### src/rtl/dual_radix_cadd.sv
module dual_radix_cadd #(
  parameter int unsigned DIGITS = 37
) (
  input  logic [4*DIGITS-1:0] op_a,
  input  logic [4*DIGITS-1:0] op_b,
  input  logic                dec_mode,
  input  logic                eff_sub,
  output logic [4*DIGITS-1:0] sum0,
  output logic [4*DIGITS-1:0] sum1,
  output logic [4*DIGITS-1:0] sum_inv,
  output logic [4*DIGITS-1:0] sel_res,
  output logic                carry_out
);

  logic [DIGITS:0] cy0;
  logic [DIGITS:0] cy1;

  assign cy0[0] = 1'b0;
  assign cy1[0] = 1'b1;

  for (genvar i = 0; i < DIGITS; i++) begin : g_dig
    logic [3:0] ad, bd, bx, d0, d1;
    logic [4:0] t, u0, u1;
    logic       gen, prop;

    assign ad = op_a[4*i +: 4];
    assign bd = op_b[4*i +: 4];
    assign bx = eff_sub ? ~bd : (dec_mode ? bd + 4'd6 : bd);
    assign t  = {1'b0, ad} + {1'b0, bx};

    assign gen  = t[4];
    assign prop = (t[3:0] == 4'hF);

    assign cy0[i+1] = gen | (prop & cy0[i]);
    assign cy1[i+1] = gen | (prop & cy1[i]);

    assign u0 = t + {4'd0, cy0[i]};
    assign u1 = t + {4'd0, cy1[i]};

    assign d0 = (dec_mode & ~cy0[i+1]) ? u0[3:0] + 4'd10 : u0[3:0];
    assign d1 = (dec_mode & ~cy1[i+1]) ? u1[3:0] + 4'd10 : u1[3:0];

    assign sum0[4*i +: 4]    = d0;
    assign sum1[4*i +: 4]    = d1;
    assign sum_inv[4*i +: 4] = dec_mode ? 4'd9 - d0 : ~d0;
  end

  assign carry_out = cy0[DIGITS];
  assign sel_res   = !eff_sub ? sum0 : (carry_out ? sum1 : sum_inv);

endmodule

### config.mk
export PLATFORM = sky130hd
export DESIGN_NAME = dual_radix_cadd
export DESIGN_NICKNAME = d
export VERILOG_FILES = /design/src/rtl/dual_radix_cadd.sv
export SDC_FILE = /design/constraint.sdc
export NUM_CORES = 1
export LEC_CHECK = 0
export CORE_AREA = 3 3 343 345
export DETAILED_ROUTE_END_ITERATION = 10
export DIE_AREA = 0 0 346 348
export GPL_TIMING_DRIVEN = 0
export PLACE_DENSITY_LB_ADDON = 0.12
export SYNTH_ARGS = -nofsm -noshare
export SYNTH_HDL_FRONTEND = slang
export SYNTH_SLANG_ARGS = --single-unit
### constraint.sdc
create_clock -name vclk -period 13.34
set_input_delay 2.668 -clock vclk [all_inputs]
set_output_delay 2.668 -clock vclk [all_outputs]
set_load 0.02 [all_outputs]
-- Yosys cells after proc, flatten, opt, wreduce, memory -nomap -nowiden
Index checks and enable logic that the tools add are counted.
- add/subtract/negate cells: 258
- eq/ne operators: 37
- mux-type cells: 187
- bitwise gates (word level): 367
- operator list (kind ; number):
    2-to-1 mux 4 bit ; 185
    adder 4 bit (second input constant) ; 74
    2-to-1 mux 148 bit ; 2
    NOT 4 bit ; 74
    adder 4 x 1 -> 4 bit ; 72
    adder 4 x 4 -> 5 bit ; 37
    adder 4 x 3 -> 4 bit (second input constant) ; 37
    == test 4 bit (second input constant) ; 37
    subtractor 4 bit (first input constant) ; 37
    AND 1 bit ; 146
    NOT 1 bit ; 74
    bitwise OR 1 bit ; 73
    adder 4 x 1 -> 4 bit (second input constant) ; 1
- flip-flop bits (word level): 0
- bits of input ports: 298

-- Logic depth before layout (Yosys ltp)
Gate-level depths: netlist of run 1.
- word-level depth: 84
- gate-level depth with buffers: 33
- mapped depth without buffers: 28

-- Worst setup path after synthesis of run 1
OpenSTA, ideal clock, no wires.
- kind: input to output
- start point: input dec_mode
- end point: output sel_res[95]
- arrival: 9.886 ns
- required time: 10.672 ns
- path slack: 0.786 ns
- stages: 28
- buffers on the path: 6
- cell sequence: clkbuf_1 buf_1 clkbuf_1 clkbuf_1 nor2_1 clkbuf_1 xnor2_1 inv_1 fa_1 xor2_2 nor4b_4 mux2i_2 o21a_1 o311a_1 and4_1 buf_2 nor4_1 or2_2 a21oi_1 inv_1 ha_1 ha_1 xnor2_1 ha_1 or4b_2 xnor2_1 o22ai_1 a41oi_1
- elaborated cells on any way between the ends: 282
- RTL lines (what ; line ; text):
    from (decl) ; 6 ; input logic dec_mode,
    branches (longest 52 deep; another with adder 4 x 4 -> 5 bit) ; - ;
    2-to-1 mux 4 bit (*) ; 40 ; assign d0 = (dec_mode & ~cy0[i+1]) ? u0[3:0] + 4'd10 : u0[3:0];
    net sum0[95] ; 8 ; output logic [4*DIGITS-1:0] sum0,
    subtractor 4 bit / NOT 4 bit (equally long branches) ; 45 ; assign sum_inv[4*i +: 4] = dec_mode ? 4'd9 - d0 : ~d0;
    2-to-1 mux 4 bit ; 45 ;
    2-to-1 mux 148 bit ; 49 ; assign sel_res = !eff_sub ? sum0 : (carry_out ? sum1 : sum_inv);
    2-to-1 mux 148 bit (*) ; 49 ;
    to (decl) ; 11 ; output logic [4*DIGITS-1:0] sel_res,
Mark *: on every way through the listed nets, which the timed path passes.

-- Final worst setup path of run 1
- start point: input dec_mode
- end point: output sel_res[74]
- longest elaborated chain between the ends: 78
- elaborated cells on any way between the ends: 272
- RTL lines (what ; line ; text):
    2-to-1 mux 4 bit (2 in series) ; 28 ; assign bx = eff_sub ? ~bd : (dec_mode ? bd + 4'd6 : bd);
    adder 4 x 4 -> 5 bit ; 29 ; assign t = {1'b0, ad} + {1'b0, bx};
    == test 4 bit ; 32 ; assign prop = (t[3:0] == 4'hF);
    AND 1 bit ; 34 ; assign cy0[i+1] = gen | (prop & cy0[i]);
    bitwise OR 1 bit ; 34 ;
    AND 1 bit ; 34 ;
    bitwise OR 1 bit ; 34 ;
    AND 1 bit ; 34 ;
    [61 not listed] ; - ;
    AND 1 bit ; 34 ;
    bitwise OR 1 bit ; 34 ;
    AND 1 bit ; 34 ;
    bitwise OR 1 bit ; 34 ;
    AND 1 bit ; 34 ;
    bitwise OR 1 bit ; 34 ;
    2-to-1 mux 148 bit ; 49 ;
    2-to-1 mux 148 bit (*) ; 49 ;
Mark *: on every way between the ends. The rest lies on a longest branch, timed or not.

==> flow_summary.ini, run 1 <==
[run_status]
status = finished with violations
violations = max-capacitance violations, max-slew violations

[cells_and_area]
area_occupied_by_registers_sq_um = 0
layout.cells.most_common = sky130_fd_sc_hd__clkdlybuf4s50_1
final_cell_area_sq_um = 36500
n_sequential_cell = 0
final_cell_mix = sky130_fd_sc_hd__clkdlybuf4s50_1 (849), sky130_fd_sc_hd__ha_1 (438), sky130_fd_sc_hd__inv_1 (408)
fillers = 12523
finish.net_count = 5084
post_synthesis_to_final_layout_area_growth_pct = 55.5
final_layout_size_suffix_gt1_share_pct = 9.34
num-clock-buffers = 0

[route]
route.vias.total = 29026
drt_iter0_drc = 2180
drc = 0
detailedRoute.firstPassIterationCount = 9
wire_per_inst_um = 32.4
post_drt_via_cell_ratio = 4.98
detail-route-antenna-nets = 0
detail_route.wirelength_um = 189000

[worst_hold_path]
launch_point_of_the_worst_hold_path = eff_sub
timing.hold.worst.class = primary input to output pin
number_of_stages_on_the_worst_hold_path = 6

[place]
dp.final_hpwl_um = 156000
routability_driven_placement_congestion_ratio = 0.924
placement.cell_area_sq_um = 34500
port_buffers = 890
preCtsSetupSlack_ps = -5700

[global_routing]
grt_antenna_before_repair = 28
grt_util_met2_pct = 54.3
overflow = 0
globalRouteMet3Util_pct = 6.56
grt_pass1_vias = 28762
grt.met1_usage_pct = 36.1
grt_pass1_wl_um = 250000
global_route.usage.total_pct = 29.8
maximum_number_of_pins_on_one_net_before_global_route_repair = 12
globalRoute.busiestLayer = met2

[worst_setup_path]
critical-path-top-cell-by-count = sky130_fd_sc_hd__ha_1
critPathMaxStageDelay_ps = 570
worst-setup-path-type = primary input to output pin
standard_cell_with_the_maximum_stage_delay_on_the_critical_path = sky130_fd_sc_hd__clkdlybuf4s50_1
cp.required_ps = 10670
endpoint_kind = output pin
crit_path_max_fanout = 10
worst_ep_arrival_time_ps = 10620
critPathLaunch = dec_mode
cp-start-kind = primary input

[floorplanning]
floorplan.initialDensity_pct = 20.5
fp.dieW_um = 346
placement_rows = 124
die-area_sq_um = 120000
die_y_um = 348
io-pin-count = 891
core_box_area_sq_um = 115000

[synthesis]
synth.top_cell.area_share_pct = 23.5
cell_area_after_synthesis_sq_um = 23500
sequential_area_share_after_synthesis_pct = 0
ys.warnings.count = 0
yosysTopAreaCell = sky130_fd_sc_hd__ha_1
syn-num-nets = 4140
ys_types = 90
synth.top_cells.by_area = sky130_fd_sc_hd__ha_1 (23%), sky130_fd_sc_hd__xnor2_1 (12%), sky130_fd_sc_hd__xor2_1 (8.3%), sky130_fd_sc_hd__inv_1 (6.5%), sky130_fd_sc_hd__a21oi_1 (5.0%)
average_instance_area_after_synthesis_sq_um = 6.99
synthCells = 3364

[timing]
holdWs_ps = 6540
worst_slew_margin_rel_pct = -2.42
max_slew.worst_pin.slew_ps = 1540
timing.fmax_mhz = 75.3
finalMaxSlewViolations = 11
final.min_clock_period_ps = 13290
setup_violations = 0
final-hold-violation-count = 0
setup_ws_ps = 52.0
final_min_period_over_clock_period_pct = 99.6

[job]
maxCapViolations = 2
[Yosys cell counts, types with 10 or more instances]
| master | n |
|---|---|
| sky130_fd_sc_hd__nor2b_1 | 37 |
| sky130_fd_sc_hd__o211ai_1 | 24 |
| sky130_fd_sc_hd__nand2b_1 | 58 |
| sky130_fd_sc_hd__inv_1 | 409 |
| sky130_fd_sc_hd__o2111ai_1 | 11 |
| sky130_fd_sc_hd__fa_1 | 37 |
| sky130_fd_sc_hd__nand2_1 | 306 |
| sky130_fd_sc_hd__a21oi_1 | 237 |
| sky130_fd_sc_hd__nor4b_1 | 14 |
| sky130_fd_sc_hd__ha_1 | 441 |
| sky130_fd_sc_hd__buf_1 | 16 |
| sky130_fd_sc_hd__and3_1 | 37 |
| sky130_fd_sc_hd__buf_2 | 16 |
| sky130_fd_sc_hd__o21a_1 | 17 |
| sky130_fd_sc_hd__o22ai_1 | 10 |
| sky130_fd_sc_hd__clkbuf_1 | 86 |
| sky130_fd_sc_hd__nor3_1 | 50 |
| sky130_fd_sc_hd__and2_1 | 12 |
| sky130_fd_sc_hd__o21ai_0 | 167 |
| sky130_fd_sc_hd__nor2_1 | 311 |
| sky130_fd_sc_hd__nand3_1 | 62 |
| sky130_fd_sc_hd__nand3b_1 | 11 |
| sky130_fd_sc_hd__or3_1 | 12 |
| sky130_fd_sc_hd__a21o_1 | 57 |
| sky130_fd_sc_hd__xor2_1 | 223 |
| sky130_fd_sc_hd__xnor2_1 | 323 |
| sky130_fd_sc_hd__a211oi_1 | 15 |
| sky130_fd_sc_hd__mux2_2 | 50 |
| sky130_fd_sc_hd__mux2i_1 | 107 |
| sky130_fd_sc_hd__a31oi_1 | 28 |
| sky130_fd_sc_hd__a2111oi_0 | 10 |
| sky130_fd_sc_hd__or2_2 | 18 |
[worst paths after layout]
path / to / slack (ps)
min: sel_res[87] / 6540
max: sel_res[74] / 50
[worst max-delay path: cells and delay by family]
kind                       cells  cell delay, ps
and+or+nand+nor                6            1200
muxes                          5            1500
adders and majority gates      5            1330
AOI/OAI and AO/OA              3             760
xor gates and xnor gates       2             370
buffers and inverters         11            2710
[layout make-up]
type	count	area [sq um]	share of cell area, %
Timing Repair Buffer	945	9430	25.8
Tap cell	1512	1890	5.18
Buffer	124	957	2.62
Inverter	411	1550	4.23
Antenna cell	15	37.5	0.103
Multi-Input combinational cell	2826	22700	62.1
[stage by stage]
stage | utilization (%) | TNS (ps) | std cells
6_report | 31.9 | 0 | 5833
3_3_place_gp | 30.0 | -2937410 | 5766
4_1_cts | 31.4 | 0 | 5803
5_1_grt | 31.9 | -88.4 | 5818
3_5_place_dp | 30.1 | -1989160 | 5774
2_1_floorplan | - | 0 | 3364
[routing by layer]
metal	vias to the layer above	share of wire [%]
met4	6	2.4
li1	13362	-
met3	158	7.7
met1	14261	40
met5	-	0.019
met2	1239	49
[what timing repair did]
action                                 4_1_cts  5_1_grt
setup buffers                               30       17
gates resized for setup                    332       99
gates cloned                                 0        0
setup endpoints to repair                  585      182
hold buffers                                 0        0
pin swaps                                   20       15
endpoints found under the hold margin        0        0
[cells by family (layout without fill, tap and decap cells)]
family / Yosys count / count (layout) / synth area share (%)
multiplexers: 158 / 158 / 7.01
AND/OR/NAND/NOR: 969 / 969 / 19.2
XOR/XNOR: 548 / 548 / 20.5
buffers and inverters: 538 / 1480 / 8.93
other: 0 / 15 / 0
adder cells (fa/ha/maj): 478 / 478 / 26.6
AO/OA/AOI/OAI: 673 / 673 / 17.7
==> run 2, diff against run 1 <==
--- a/config.mk
+++ b/config.mk
@@ -5,9 +5,10 @@
 export SDC_FILE = /design/constraint.sdc
 export NUM_CORES = 1
 export LEC_CHECK = 0
-export CORE_AREA = 3 3 343 345
+export ABC_AREA = 1
+export CORE_AREA = 3 3 342 344
 export DETAILED_ROUTE_END_ITERATION = 10
-export DIE_AREA = 0 0 346 348
+export DIE_AREA = 0 0 345 347
 export GPL_TIMING_DRIVEN = 0
 export PLACE_DENSITY_LB_ADDON = 0.12
 export SYNTH_ARGS = -nofsm -noshare
==> run 2 against run 1 <==
The run ends with negative setup slack left. Final area rose by 2.6%. Sequential share of layout area unchanged. Via count decreased by 3.3%. Die area shrank 0.58%. Maximum frequency down 7.1%. Synthesized cell count up 1.5%. Setup slack got worse by 1000 ps. First-iteration DRC count shrank 19%. Flip-flop and latch count is the same. Critical path depth rose by 32. Highest routed layer unchanged.
==> flow_summary.ini, run 2 <==
[cells_and_area]
post_synthesis_to_final_layout_area_growth_pct = 73.7
num-clock-buffers = 0
area_occupied_by_registers_sq_um = 0
layout.cells.most_common = sky130_fd_sc_hd__clkdlybuf4s50_1
finish.net_count = 5392
final_cell_mix = sky130_fd_sc_hd__clkdlybuf4s50_1 (704), sky130_fd_sc_hd__inv_1 (631), sky130_fd_sc_hd__ha_1 (395)
n_sequential_cell = 0
final_cell_area_sq_um = 37500
final_layout_size_suffix_gt1_share_pct = 22.5

[place]
dp.final_hpwl_um = 129000
port_buffers = 891
placement.cell_area_sq_um = 32500
routability_driven_placement_congestion_ratio = 0.890

[route]
met2_wirelength_um = 82100
post_drt_via_cell_ratio = 4.57
drt_iter0_drc = 1768
wire_per_inst_um = 27.0
drc = 0
detail-route-antenna-nets = 0
top_signal_layer_used = met5
detailedRoute.firstPassIterationCount = 7
route.met3.wl_um = 9650
route.vias.total = 28062
detail_route.wirelength_um = 165000
route.layer.met1.wl_um = 70800

[worst_setup_path]
crit_path_max_fanout = 4
worst-setup-path-type = primary input to output pin
critical_path_buf_inv_count = 54
worst_ep_arrival_time_ps = 11640
standard_cell_with_the_maximum_stage_delay_on_the_critical_path = sky130_fd_sc_hd__clkdlybuf4s50_1
endpoint_kind = output pin
critPathMaxStageDelay_ps = 650
cp_num_cells = 64
worst_path_top_cell_family_by_delay = buffers and inverters
critical-path-top-cell-by-count = sky130_fd_sc_hd__buf_4
cp.required_ps = 10670
cp-start-kind = primary input

[synthesis]
parity_gate_share_of_the_synthesized_area_counting_xor_and_xnor_cells_pct = 19.5
synth-simple-area-share_pct = 19.9
syn-num-nets = 4190
yosysTopAreaCell = sky130_fd_sc_hd__ha_1
synth.most_common_cell = sky130_fd_sc_hd__inv_1
synthCells = 3414
synth.top_cell.area_share_pct = 25.6
average_instance_area_after_synthesis_sq_um = 6.32
synth-compound-area-share_pct = 17.2
ys_types = 41
synthMuxAreaShare_pct = 0.139
list_of_most_frequent_post_synthesis_cells = sky130_fd_sc_hd__inv_1 (648), sky130_fd_sc_hd__ha_1 (441), sky130_fd_sc_hd__o21ai_0 (432)
cell_area_after_synthesis_sq_um = 21600
synth.top_cells.by_area = sky130_fd_sc_hd__ha_1 (26%), sky130_fd_sc_hd__inv_1 (11%), sky130_fd_sc_hd__o21ai_0 (10%), sky130_fd_sc_hd__xnor2_1 (9.9%), sky130_fd_sc_hd__xor2_1 (9.5%)
synth-adder-area-share_pct = 29.0
synth_top_family_by_area = adder cells
ys.warnings.count = 0
sequential_area_share_after_synthesis_pct = 0

[run_status]
status = finished with violations
violations = negative setup slack

[timing]
max_slew.worst_pin.slew_ps = 1410
final-hold-violation-count = 0
final_min_period_over_clock_period_pct = 107
final.min_clock_period_ps = 14310
setup_ws_ps = -968
finalMaxSlewViolations = 0
grt_setup_unrepaired = yes
setup_violations = 234
timing.fmax_mhz = 69.9
worst_slew_margin_rel_pct = 5.78

[clock_network]
cts_hold_buffers = 0

[floorplanning]
fp.dieW_um = 345
placement_rows = 124
floorplan.initialDensity_pct = 18.9
io-pin-count = 891
die-area_sq_um = 120000
die_y_um = 347
core_box_area_sq_um = 114000

[global_routing]
maximum_number_of_pins_on_one_net_before_global_route_repair = 12
overflow = 0
global_route.usage.total_pct = 25.9
grt_pass1_wl_um = 221000
grt_antenna_before_repair = 26
grt_pass1_vias = 27662

[worst_hold_path]
number_of_stages_on_the_worst_hold_path = 6
timing.hold.worst.class = primary input to output pin

[job]
maxCapViolations = 0
-- run 2: cell count changes in the layout (fill, tap and decap cells not counted), moves of 84 or more --
cell	before	now
sky130_fd_sc_hd__inv_1	408	631
sky130_fd_sc_hd__nand2_2	0	111
sky130_fd_sc_hd__clkdlybuf4s50_1	849	704
sky130_fd_sc_hd__nor2_1	301	202
sky130_fd_sc_hd__o21ai_0	149	365
sky130_fd_sc_hd__a21oi_1	222	86
sky130_fd_sc_hd__buf_4	54	359
sky130_fd_sc_hd__mux2i_1	87	3
-- run 2: worst paths after layout --
path	from	end	slack, ps
setup / recovery	dec_mode	sum_inv[7]	-970
hold / removal	dec_mode	sum1[146]	6100
-- run 2: metal layers --
layer	global-route usage, %	vias up
met2	46.9	913
met5	0	-
met3	4.51	113
met4	3.45	10
met1	32.5	13600
li1	-	13426
-- run 2: cells by family after synthesis --
| logic type | after synthesis |
|---|---|
| adder cells (fa/ha/maj) | 478 |
| AND/OR/NAND/NOR | 969 |
| AO/OA/AOI/OAI | 707 |
| multiplexers | 3 |
| XOR/XNOR | 479 |
| buffers and inverters | 778 |
-- run 2: cell type report --
type | instances | area (sq um)
fillers | 12560 | 76700
inverters | 652 | 2480
plain buffers | 121 | 1290
diodes | 8 | 20.0
multi-input cells | 2637 | 20500
well taps | 1512 | 1890
repair buffers | 1204 | 11300
-- run 2: what timing repair did --
item | CTS | global route
pin swaps | 65 | 110
cloned | 3 | 5
buffers inserted | 201 | 106
resized for setup | 809 | 796
endpoints found under the setup margin | 504 | 309
-- run 2: per-stage QoR --
stage	instances	hold slack, ps	setup WS, ps	util [%]	TNS, ps
3_5_place_dp	5818	6710	-6660	28.5	-1897700
2_1_floorplan	3414	5630	10.4	-	0
6_report	6134	6100	-968	32.8	-118140
5_1_grt	6129	6130	-1390	32.8	-257810
3_3_place_gp	5817	6710	-6590	28.4	-1884390
4_1_cts	6021	6100	-973	30.9	-147170
